### config.mk
export PLATFORM = sky130hd
export DESIGN_NAME = uart_fifo_irq
export DESIGN_NICKNAME = d
export VERILOG_FILES = /design/src/rtl/uart_fifo_irq.sv
export SDC_FILE = /design/constraint.sdc
export NUM_CORES = 1
export LEC_CHECK = 0
export BUFFER_PORTS_ARGS = -buffer_cell sky130_fd_sc_hd__buf_2
export CORE_ASPECT_RATIO = 0.5
export CORE_MARGIN = 10
export CORE_UTILIZATION = 36
export DETAILED_ROUTE_END_ITERATION = 16
export PLACE_DENSITY = 0.47
export SLEW_MARGIN = 20
export SYNTH_ARGS = -nofsm -noshare
export SYNTH_HDL_FRONTEND = slang
export SYNTH_SLANG_ARGS = --single-unit
### constraint.sdc
create_clock -name clk -period 6.7 [get_ports clk]
set_input_delay 1.34 -clock clk [delete_from_list [all_inputs] [get_ports clk]]
set_output_delay 1.34 -clock clk [all_outputs]
set_load 0.1 [all_outputs]
### src/rtl/uart_fifo_irq.sv
module uart_fifo_irq #(
  parameter int DEPTH = 32,
  parameter int DW    = 8,
  parameter int LW    = $clog2(DEPTH) + 1
) (
  input  logic          clk,
  input  logic          rst_n,
  input  logic          fifo_en,
  input  logic          loop_en,
  input  logic          uart_on,
  input  logic          tx_on,
  input  logic          rx_on,
  input  logic          connected,
  input  logic [2:0]    tx_lvl_sel,
  input  logic [2:0]    rx_lvl_sel,
  input  logic          rx_push,
  input  logic [DW-1:0] rx_byte,
  input  logic          tx_pop,
  output logic [DW-1:0] tx_byte,
  input  logic          host_wr,
  input  logic [DW-1:0] host_wdata,
  input  logic          host_rd,
  output logic [DW-1:0] host_rdata,
  input  logic          oe_clr,
  output logic [LW-1:0] tx_level,
  output logic [LW-1:0] rx_level,
  output logic          irq_rx,
  output logic          irq_tx,
  output logic          irq_rt,
  output logic          irq_oe,
  output logic          flag_busy,
  output logic          flag_rx_empty,
  output logic          flag_tx_full,
  output logic          flag_rx_full,
  output logic          flag_tx_empty,
  output logic          flag_cts,
  output logic          flag_dcd,
  output logic          flag_dsr
);
  // DEPTH must be a power of two so the pointers wrap on their own.
  localparam int PW = $clog2(DEPTH);

  function automatic logic [LW-1:0] level_of(input logic [2:0] s);
    case (s)
      3'd0:    return LW'(DEPTH / 8);
      3'd1:    return LW'(DEPTH / 4);
      3'd3:    return LW'(3 * DEPTH / 4);
      3'd4:    return LW'(7 * DEPTH / 8);
      default: return LW'(DEPTH / 2);
    endcase
  endfunction

  logic [DW-1:0] tx_mem [DEPTH];
  logic [DW-1:0] rx_mem [DEPTH];
  logic [PW-1:0] tx_hd, tx_tl, rx_hd, rx_tl;
  logic [LW-1:0] tx_lvl, rx_lvl, tx_nxt, rx_nxt;
  logic [LW-1:0] cap, tx_trig, rx_trig;
  logic          en_q, flush;
  logic          rx_in, rx_pop, rx_acc, rx_ovf;
  logic          tx_wr, tx_drn, tx_drop;
  logic [DW-1:0] rx_din;

  assign cap     = fifo_en ? LW'(DEPTH) : LW'(1);
  assign tx_trig = fifo_en ? level_of(tx_lvl_sel) : LW'(0);
  assign rx_trig = fifo_en ? level_of(rx_lvl_sel) : LW'(1);
  assign flush   = en_q & ~fifo_en;

  assign rx_in   = loop_en ? (host_wr & uart_on & tx_on & rx_on) : rx_push;
  assign rx_din  = loop_en ? host_wdata : rx_byte;
  assign rx_pop  = host_rd & (rx_lvl != '0);
  assign rx_acc  = rx_in & ((rx_lvl < cap) | rx_pop);
  assign rx_ovf  = rx_in & ~rx_acc;
  assign rx_nxt  = rx_lvl + LW'(rx_acc) - LW'(rx_pop);

  assign tx_wr   = host_wr & ~loop_en;
  assign tx_drn  = tx_pop & (tx_lvl != '0);
  assign tx_drop = tx_wr & ~tx_drn & (tx_lvl >= cap);
  assign tx_nxt  = tx_lvl + LW'(tx_wr) - LW'(tx_drn) - LW'(tx_drop);

  always_ff @(posedge clk or negedge rst_n) begin
    if (!rst_n) begin
      en_q   <= 1'b0;
      tx_hd  <= '0;
      tx_tl  <= '0;
      rx_hd  <= '0;
      rx_tl  <= '0;
      tx_lvl <= '0;
      rx_lvl <= '0;
      irq_rx <= 1'b0;
      irq_tx <= 1'b0;
      irq_oe <= 1'b0;
    end else begin
      en_q <= fifo_en;
      if (flush) begin
        tx_hd  <= '0;
        tx_tl  <= '0;
        rx_hd  <= '0;
        rx_tl  <= '0;
        tx_lvl <= '0;
        rx_lvl <= '0;
      end else begin
        if (rx_acc) rx_tl <= rx_tl + 1'b1;
        if (rx_pop) rx_hd <= rx_hd + 1'b1;
        if (tx_wr) tx_tl <= tx_tl + 1'b1;
        if (tx_drn | tx_drop) tx_hd <= tx_hd + 1'b1;
        rx_lvl <= rx_nxt;
        tx_lvl <= tx_nxt;
        if (rx_lvl < rx_trig && rx_nxt >= rx_trig) irq_rx <= 1'b1;
        else if (rx_pop && rx_nxt < rx_trig) irq_rx <= 1'b0;
        if (tx_lvl > tx_trig && tx_nxt <= tx_trig) irq_tx <= 1'b1;
        else if (tx_wr && tx_nxt > tx_trig) irq_tx <= 1'b0;
      end
      if (rx_ovf && !flush) irq_oe <= 1'b1;
      else if (oe_clr) irq_oe <= 1'b0;
    end
  end

  always_ff @(posedge clk) begin
    if (rx_acc && !flush) rx_mem[rx_tl] <= rx_din;
    if (tx_wr && !flush) tx_mem[tx_tl] <= host_wdata;
  end

  assign tx_byte       = tx_mem[tx_hd];
  assign host_rdata    = (rx_lvl == '0) ? '0 : rx_mem[rx_hd];
  assign tx_level      = tx_lvl;
  assign rx_level      = rx_lvl;
  assign irq_rt        = rx_lvl != '0;
  assign flag_busy     = tx_lvl != '0;
  assign flag_tx_empty = tx_lvl == '0;
  assign flag_rx_empty = rx_lvl == '0;
  assign flag_tx_full  = tx_lvl >= cap;
  assign flag_rx_full  = rx_lvl >= cap;
  assign flag_cts      = connected;
  assign flag_dcd      = connected;
  assign flag_dsr      = connected;
endmodule

After elaboration in Yosys (flattened, before gate mapping)
Memory sizes are Yosys's and may differ from the RTL's.
Cells that the tools add are included.

storage, ports and cells
  memories = 2
  bits of input ports = 35
  register bits = 36
  memory bits (read-only) = 0
  output and inout bits = 40
  latch bits = 0
  bits in writable memories = 512

memory list
  name    depth  width  read ports  clocked after Yosys merged registers in  wr ports  RTL line  RTL
  rx_mem  32     8      1           0                                        1         54        logic [DW-1:0] rx_mem [DEPTH];
  tx_mem  32     8      1           0                                        1         53        logic [DW-1:0] tx_mem [DEPTH];

operators by class
  equality and inequality tests = 6
  shift operators = 0
  div/mod/pow operators = 0
  reduce and logical (&&, ||, !) cells = 23
  magnitude comparators = 9
  bitwise operators = 18
  add/sub/neg operators = 9
  multiplexer cells = 28
  multipliers = 0

operator list
  kind                 number
  $mux 5               8
  $pmux 5 s4           2
  $mux 6               5
  $add 5x1->5 const B  4
  $ge 6x6->1           3
  $lt 6x6->1           3
  $sub 6x1->6          3
  $mux 8               2
  $reduce_bool 2->1    7
  $add 6x1->6          2
  $gt 6x6->1           2
  $logic_not 6->1      2
  $reduce_bool 6->1    2
  $and 1x1->1          11
  $mux 1               11
  $logic_and 1x1->1    7
  $eq 3x1->1 const B   2
  $eq 3x2->1 const B   2
  $eq 3x3->1 const B   2
  $le 6x6->1           1
  $logic_not 3->1      2
  $not 1->1            5
  $reduce_and 2->1     2
  $or 1x1->1           2
  $logic_not 1->1      1

Logic depth before layout (Yosys ltp)
Gate-level depths: netlist of the first run.

  depth in word-level cells = 11
  mapped depth = 20

Worst setup path before layout of the first run
Ideal clock, no wire load.

  path type = register to output
  start = register rx_lvl[2] (netlist: rx_level[2])
  end = output port host_rdata[6]
  stages on the path, launching flop included = 9
  data arrival time = 3.959 ns
  setup slack = 1.401 ns
  required time = 5.360 ns
  cell sequence = dfrtp_1 > inv_1 > ha_1 > nand4bb_2 > inv_1 > nor2_1 > a31oi_1 > o21ai_0 > o31a_1

on the way
  longest elaborated chain between the ends = 2

ends and longest elaborated chain
  element                   RTL line  RTL
  start: declaration        56        logic [LW-1:0] tx_lvl, rx_lvl, tx_nxt, rx_nxt;
  start signal: assignment  106       rx_lvl <= rx_nxt;
  $logic_not 6->1           -
  via flag_rx_empty         32        output logic flag_rx_empty,
  $mux 8                    124       assign host_rdata = (rx_lvl == '0) ? '0 : rx_mem[rx_hd];
  end: declaration          23        output logic [DW-1:0] host_rdata,

The timed path passes the listed nets, and every way through them passes these cells.

Worst setup path in the final report of the first run
  start = register rx_hd[2]
  end = output port host_rdata[7]

on the way
  longest elaborated chain between the ends = 2

ends and longest elaborated chain
  element                   RTL line  RTL
  start: declaration        55        logic [PW-1:0] tx_hd, tx_tl, rx_hd, rx_tl;
  start signal: assignment  103       if (rx_pop) rx_hd <= rx_hd + 1'b1;
  $mem_v2 32x8              -
  $mux 8                    124

No other way between the ends.

==> flow_summary.json, run 1 <==
{
  "status": "complete, no violations",
  "max_freq_mhz": 199,
  "tns_ps": 0,
  "postCtsSetupRepairBufs": 0,
  "critPathMaxStageDelay_ps": 880,
  "hpwl_um": 33200,
  "rsz0062_at_grt": "no",
  "synthTopCellsByCount": "edfxtp_1, mux2i_1, nor2_1, mux4_2, ha_1",
  "die_area_um2": 74500,
  "synth_nets": 1384,
  "port-buffer-count": 70,
  "track_usage_pct": 14.4,
  "period_needed_ps": 5020,
  "maxSlewViolCount": 0,
  "p_switching_mw": 4.03,
  "required_ps": 5360,
  "drt-total-wl_um": 54200,
  "tightest_slew_ps": 950,
  "rr_worst_depth": 17,
  "ant_nets": 0,
  "clk_path_buf_depth": 3,
  "clk_pin_slew_ps": 70,
  "start_util_pct": 36.3,
  "setup_viol": 0,
  "max-slew-margin-rel_pct": 36.7,
  "ioPinCount": 75,
  "diodes": 0,
  "cts_tree": "built",
  "async_flop_share_pct": 6.57,
  "crit_slowest_cell": "dfrtp_2",
  "clock_latency_ps": 590,
  "synth_edf_count": 512,
  "drt_iter0_markers": 754,
  "cts_made_buffers": 52,
  "p_leak_nw": 8.36,
  "synth_most_common_cell": "edfxtp_1",
  "skew_ps": 14.6,
  "syn_to_final_growth_pct": 12.0,
  "fp.dieH_um": 198,
  "seqPwrFrac_pct": 38.6,
  "grt_pass1_wl_um": 80800,
  "cts_sinks": 548,
  "arrival_ps": 3680,
  "synth_area_leaders": "edfxtp_1, mux4_2, mux2i_1, dfrtp_1, ha_1",
  "comb_power_share_pct": 35.0,
  "fp-row-count": 65,
  "synthCells": 1302,
  "die_width_um": 376,
  "dr.pass1.iters": 4,
  "synthFlopType": "edfxtp_1",
  "cts_root_buffer": "clkbuf_16",
  "crit_fanout": 24,
  "whs_path_depth": 2,
  "vdd_drop_max_mv": 0.368,
  "clock_power_share_pct": 26.4,
  "holdCritPathClass": "flip-flop to flip-flop",
  "fill_cells": 5693,
  "yosys_warnings": 0,
  "synth_seq_area_share_pct": 71.2,
  "dp_cells": 2156,
  "core_area_um2": 62900,
  "drc": 0,
  "hold_slack_ps": 546,
  "cp-start-kind": "flip-flop",
  "antenna_found_initial": 0,
  "synth_largest_area_cell": "edfxtp_1",
  "grt_max_degree": 56,
  "power_mw": 10.7,
  "fin_cells": 2252,
  "via_per_inst": 5.22,
  "synth_cell_types": 59,
  "worstPathCellList": "buf_4 > nor2b_1 > a22oi_1 > a31oi_1 > o21ai_0 > o21a_1 > buf_2",
  "vias": 11800,
  "pwr_density_cell_nw_per_um2": 419,
  "synth-seq-cells": 548,
  "internal-power_mw": 6.68,
  "nNetsFinal": 1455,
  "routabilityCongestion": 0.784,
  "grt_pass1_vias": 12300,
  "wl_per_cell_um": 24.1,
  "syn_avg_cell_area_um2": 17.5,
  "grt_remaining_overflow": 0,
  "syn_area_um2": 22800,
  "drive_gt1_share_pct": 18.4,
  "finalHoldViolCount": 0,
  "path_class": "flip-flop to output port",
  "sw_frac_of_total_pct": 37.6,
  "drv_cap": 0,
  "cts_hold_buf": 0,
  "crit_path_end_kind": "output port",
  "min_period_over_period_pct": 75.0,
  "cts_resized": 0,
  "synth_top_area_share_pct": 67.3,
  "cts_htree_levels": 2
}
==> worst paths after layout <==
check / end / startpoint / slack (ps)
max: host_rdata[7] / rx_hd[2]$_DFFE_PN0P_ / 1680
max reg2reg: irq_rx$_DFFE_PN0P_ / rx_level[2]$_DFF_PN0_ / 2360
max in group asynchronous: rx_hd[0]$_DFFE_PN0P_ / rst_n / 5140
min reg2reg: irq_rx$_DFFE_PN0P_ / irq_rx$_DFFE_PN0P_ / 550
min in group asynchronous: tx_level[4]$_DFF_PN0_ / rst_n / 870
min: irq_rx$_DFFE_PN0P_ / irq_rx$_DFFE_PN0P_ / 550
==> layer usage <==
metal	global-route usage, %	wire, um	share of wire (%)	vias up
li1	-	-	-	5282
met1	19.2	24400	45	6145
met2	24.3	26300	49	242
met3	2.31	2150	4.0	85
met4	4.04	1300	2.4	0
met5	0	0	0	-
==> state kept, by name (all words and copies together) (netlist names), 5 cells and up <==
name,cells
rx_mem,256
tx_mem,256
rx_level,6
tx_level,6
rx_hd,5
rx_tl,5
tx_hd,5
tx_tl,5
==> cell usage in the layout (no fill, tap or decap), types with 7 or more instances in the layout <==
| master | n |
|---|---|
| nor2_1 | 98 |
| nand3_1 | 13 |
| o221ai_1 | 8 |
| a22o_1 | 16 |
| clkinv_2 | 8 |
| nand4_1 | 7 |
| inv_1 | 34 |
| dfrtp_1 | 31 |
| clkbuf_16 | 53 |
| nand3b_1 | 7 |
| a31oi_1 | 20 |
| o21ai_0 | 15 |
| a22oi_1 | 26 |
| nor3_1 | 11 |
| clkbuf_1 | 14 |
| clkinv_1 | 14 |
| mux4_2 | 78 |
| nand2_1 | 35 |
| mux2i_1 | 133 |
| nand2b_1 | 7 |
| buf_4 | 10 |
| xor2_1 | 15 |
| and2_1 | 9 |
| nor2b_1 | 14 |
| edfxtp_1 | 512 |
| ha_1 | 44 |
| buf_2 | 70 |
| o211ai_1 | 9 |
| a21oi_1 | 19 |
| mux2_2 | 9 |
==> critical path: cells and delay by family (launching register included) <==
family	cells	cell delay, ps
buffers and inverters	2	730
and+or+nand+nor	1	560
DFF	1	880
AOI/OAI and AO/OA	4	900
==> power by group through the flow <==
stage	Combinational [mW]	Clock (mW)	Sequential (mW)
6_report	3.75	2.83	4.13
3_5_place_dp	3.78	0	4.21
2_1_floorplan	2.83	0	4.28
3_3_place_gp	3.75	0	4.21
4_1_cts	3.79	2.90	4.14
5_1_grt	4.00	3.04	4.16
==> cell type report <==
class / instances / area [um^2] / area share [%]
clock buffers: 67 / 1380 / 5.39
clock inverters: 29 / 216 / 0.846
inverters: 34 / 128 / 0.499
multi-input cells: 656 / 6080 / 23.8
flip-flops and latches: 548 / 16300 / 63.7
well taps: 837 / 1050 / 4.09
repair buffers: 81 / 445 / 1.74
==> cell families (layout without fill, tap and decap cells) <==
logic type / after synthesis / in the layout / share of synthesized area [%]
XOR/XNOR: 20 / 20 / 0.767
adder cells (fa/ha/maj): 47 / 47 / 2.67
multiplexers: 221 / 221 / 14.0
buffers and inverters: 98 / 211 / 2.16
AND/OR/NAND/NOR: 225 / 225 / 4.77
AO/OA/AOI/OAI: 143 / 143 / 4.36
flip-flops: 548 / 548 / 71.2
==> stage by stage <==
stage	worst slack [ps]	utilization [%]	area [um^2]
floorplan	1400	-	22800
global placement	1400	38.1	24000
detailed placement	1290	38.1	24000
CTS	1630	40.6	25600
global route	1530	40.6	25600
finish	1680	40.6	25600
(Power assumes the default switching activity.)
==> inputs of run 2 (changes only) <==
- PLACE_DENSITY: 0.47 -> 0.49
- clock period: 6.7 -> 4.6 ns (I/O delays scaled with it)
==> flow_summary.json, run 2 (synthesis gave the netlist of run 1 again) <==
{
  "clk_pin_slew_ps": 70,
  "crit_top_cell": "buf_4",
  "internal-power_mw": 9.92,
  "wl_per_cell_um": 24.0,
  "dr.pass1.iters": 5,
  "ioPinCount": 75,
  "pwr_density_cell_nw_per_um2": 614,
  "top_regs": "rx_mem x256, tx_mem x256",
  "core_area_um2": 62900,
  "worstPathCellList": "buf_4 > nor2b_1 > buf_4 > a22o_1 > nor3_1 > a31oi_1 > o221ai_1 > buf_2",
  "drt-total-wl_um": 54200,
  "vias": 11700,
  "cts_root_buffer": "clkbuf_16",
  "fp-row-count": 65,
  "holdCritPathClass": "input port to asynchronous set/reset pin",
  "finalHoldViolCount": 0,
  "placed_area_um2": 24100,
  "cts_tree": "built",
  "sw_frac_of_total_pct": 37.4,
  "skew_ps": 18.2,
  "path_class": "flip-flop to output port",
  "crit_path_end_kind": "output port",
  "clk_path_buf_depth": 3,
  "status": "complete, no violations",
  "rsz0062_at_grt": "no",
  "drc": 0,
  "cts_htree_levels": 2,
  "period_needed_ps": 4340,
  "p_switching_mw": 5.93,
  "arrival_ps": 3420,
  "vdd_drop_max_mv": 0.469,
  "power_mw": 15.8,
  "grt_pass1_wl_um": 80700,
  "seqPwrFrac_pct": 37.3,
  "grt_remaining_overflow": 0,
  "max-slew-margin-rel_pct": 29.2,
  "start_util_pct": 36.3,
  "ant_nets": 0,
  "postCtsSetupRepairBufs": 0,
  "fp.dieH_um": 198,
  "grt_max_degree": 50,
  "routabilityCongestion": 0.788,
  "comb_power_share_pct": 35.8,
  "stdcell_area_um2": 25800,
  "drive_gt1_share_pct": 19.8,
  "cp-start-kind": "flip-flop",
  "required_ps": 3680,
  "nNetsFinal": 1467,
  "via_per_inst": 5.16,
  "die_area_um2": 74500,
  "syn_to_final_growth_pct": 12.9,
  "cts_hold_buf": 0,
  "crit_slowest_cell": "dfrtp_1",
  "drv_cap": 0,
  "p_leak_nw": 8.46,
  "maxSlewViolCount": 0,
  "final_common_cell": "edfxtp_1",
  "fill_cells": 5656,
  "tightest_slew_ps": 1060,
  "cts_resized": 0,
  "max_freq_mhz": 230,
  "diodes": 0,
  "die_width_um": 376,
  "cts_sinks": 548,
  "port-buffer-count": 70,
  "crit_fanout": 16,
  "setup_viol": 0,
  "final_cell_mix": "edfxtp_1, mux2i_1, nor2_1",
  "tns_ps": 0,
  "critPathMaxStageDelay_ps": 860,
  "grt_pass1_vias": 12400,
  "track_usage_pct": 14.4,
  "clock_latency_ps": 580,
  "hpwl_um": 33500,
  "drt_iter0_markers": 970,
  "min_period_over_period_pct": 94.4,
  "cts_made_buffers": 52,
  "antenna_found_initial": 1,
  "clock_power_share_pct": 26.9
}
==> run 2: metal layers <==
metal	vias to the layer above	wire [um]	global-route usage [%]
li1	5309	-	-
met1	6061	24400	19.4
met2	227	26500	24.2
met3	77	2230	2.34
met4	0	1170	3.61
met5	-	0	0
==> run 2: worst max-delay path: cells and delay by family (launching register included) <==
kind | cells | cell delay [ps]
AOI/OAI and AO/OA | 3 | 520
DFF | 1 | 860
and+or+nand+nor | 2 | 410
buffers and inverters | 3 | 1050
==> run 2: area by class of cell <==
class,instances,area (um^2),area share [%]
Sequential cell,548,16300,63.1
Multi-Input combinational cell,656,6100,23.6
Clock buffer,60,1350,5.24
Tap cell,837,1050,4.06
Timing Repair Buffer,93,561,2.17
Clock inverter,36,322,1.25
Inverter,34,128,0.495
==> run 2: worst paths after layout <==
path / start / end / slack, ps / cells past startpoint
max in group asynchronous: rst_n / tx_hd[1]$_DFFE_PN0P_ / 3420 / 1
max: tx_hd[2]$_DFFE_PN0P_ / tx_byte[7] / 260 / 8
min in group clk: oe_clr / irq_oe$_DFFE_PN0P_ / 520 / 2
max reg2reg: tx_level[0]$_DFF_PN0_ / irq_tx$_DFFE_PN0P_ / 350 / 19
min: rst_n / irq_oe$_DFFE_PN0P_ / 480 / 1
min reg2reg: irq_oe$_DFFE_PN0P_ / irq_oe$_DFFE_PN0P_ / 550 / 2
==> run 2: power groups by stage <==
stage | Combinational [mW] | Sequential, mW | Clock (mW)
3_3_place_gp | 5.66 | 6.01 | 0
2_1_floorplan | 4.14 | 6.24 | 0
5_1_grt | 6.06 | 5.94 | 4.56
4_1_cts | 5.74 | 5.92 | 4.36
6_report | 5.67 | 5.91 | 4.26
3_5_place_dp | 5.72 | 6.02 | 0
==> run 2: per-stage QoR <==
stage | hold WS [ps] | worst slack [ps] | std cells | util [%]
finish | 481 | 258 | 2264 | 41.0
global placement | 527 | -54.6 | 2168 | 38.3
global route | 503 | 85.4 | 2264 | 41.0
floorplan | 539 | -16.6 | 1302 | -
CTS | 481 | 145 | 2264 | 41.0
detailed placement | 542 | -175 | 2168 | 38.3
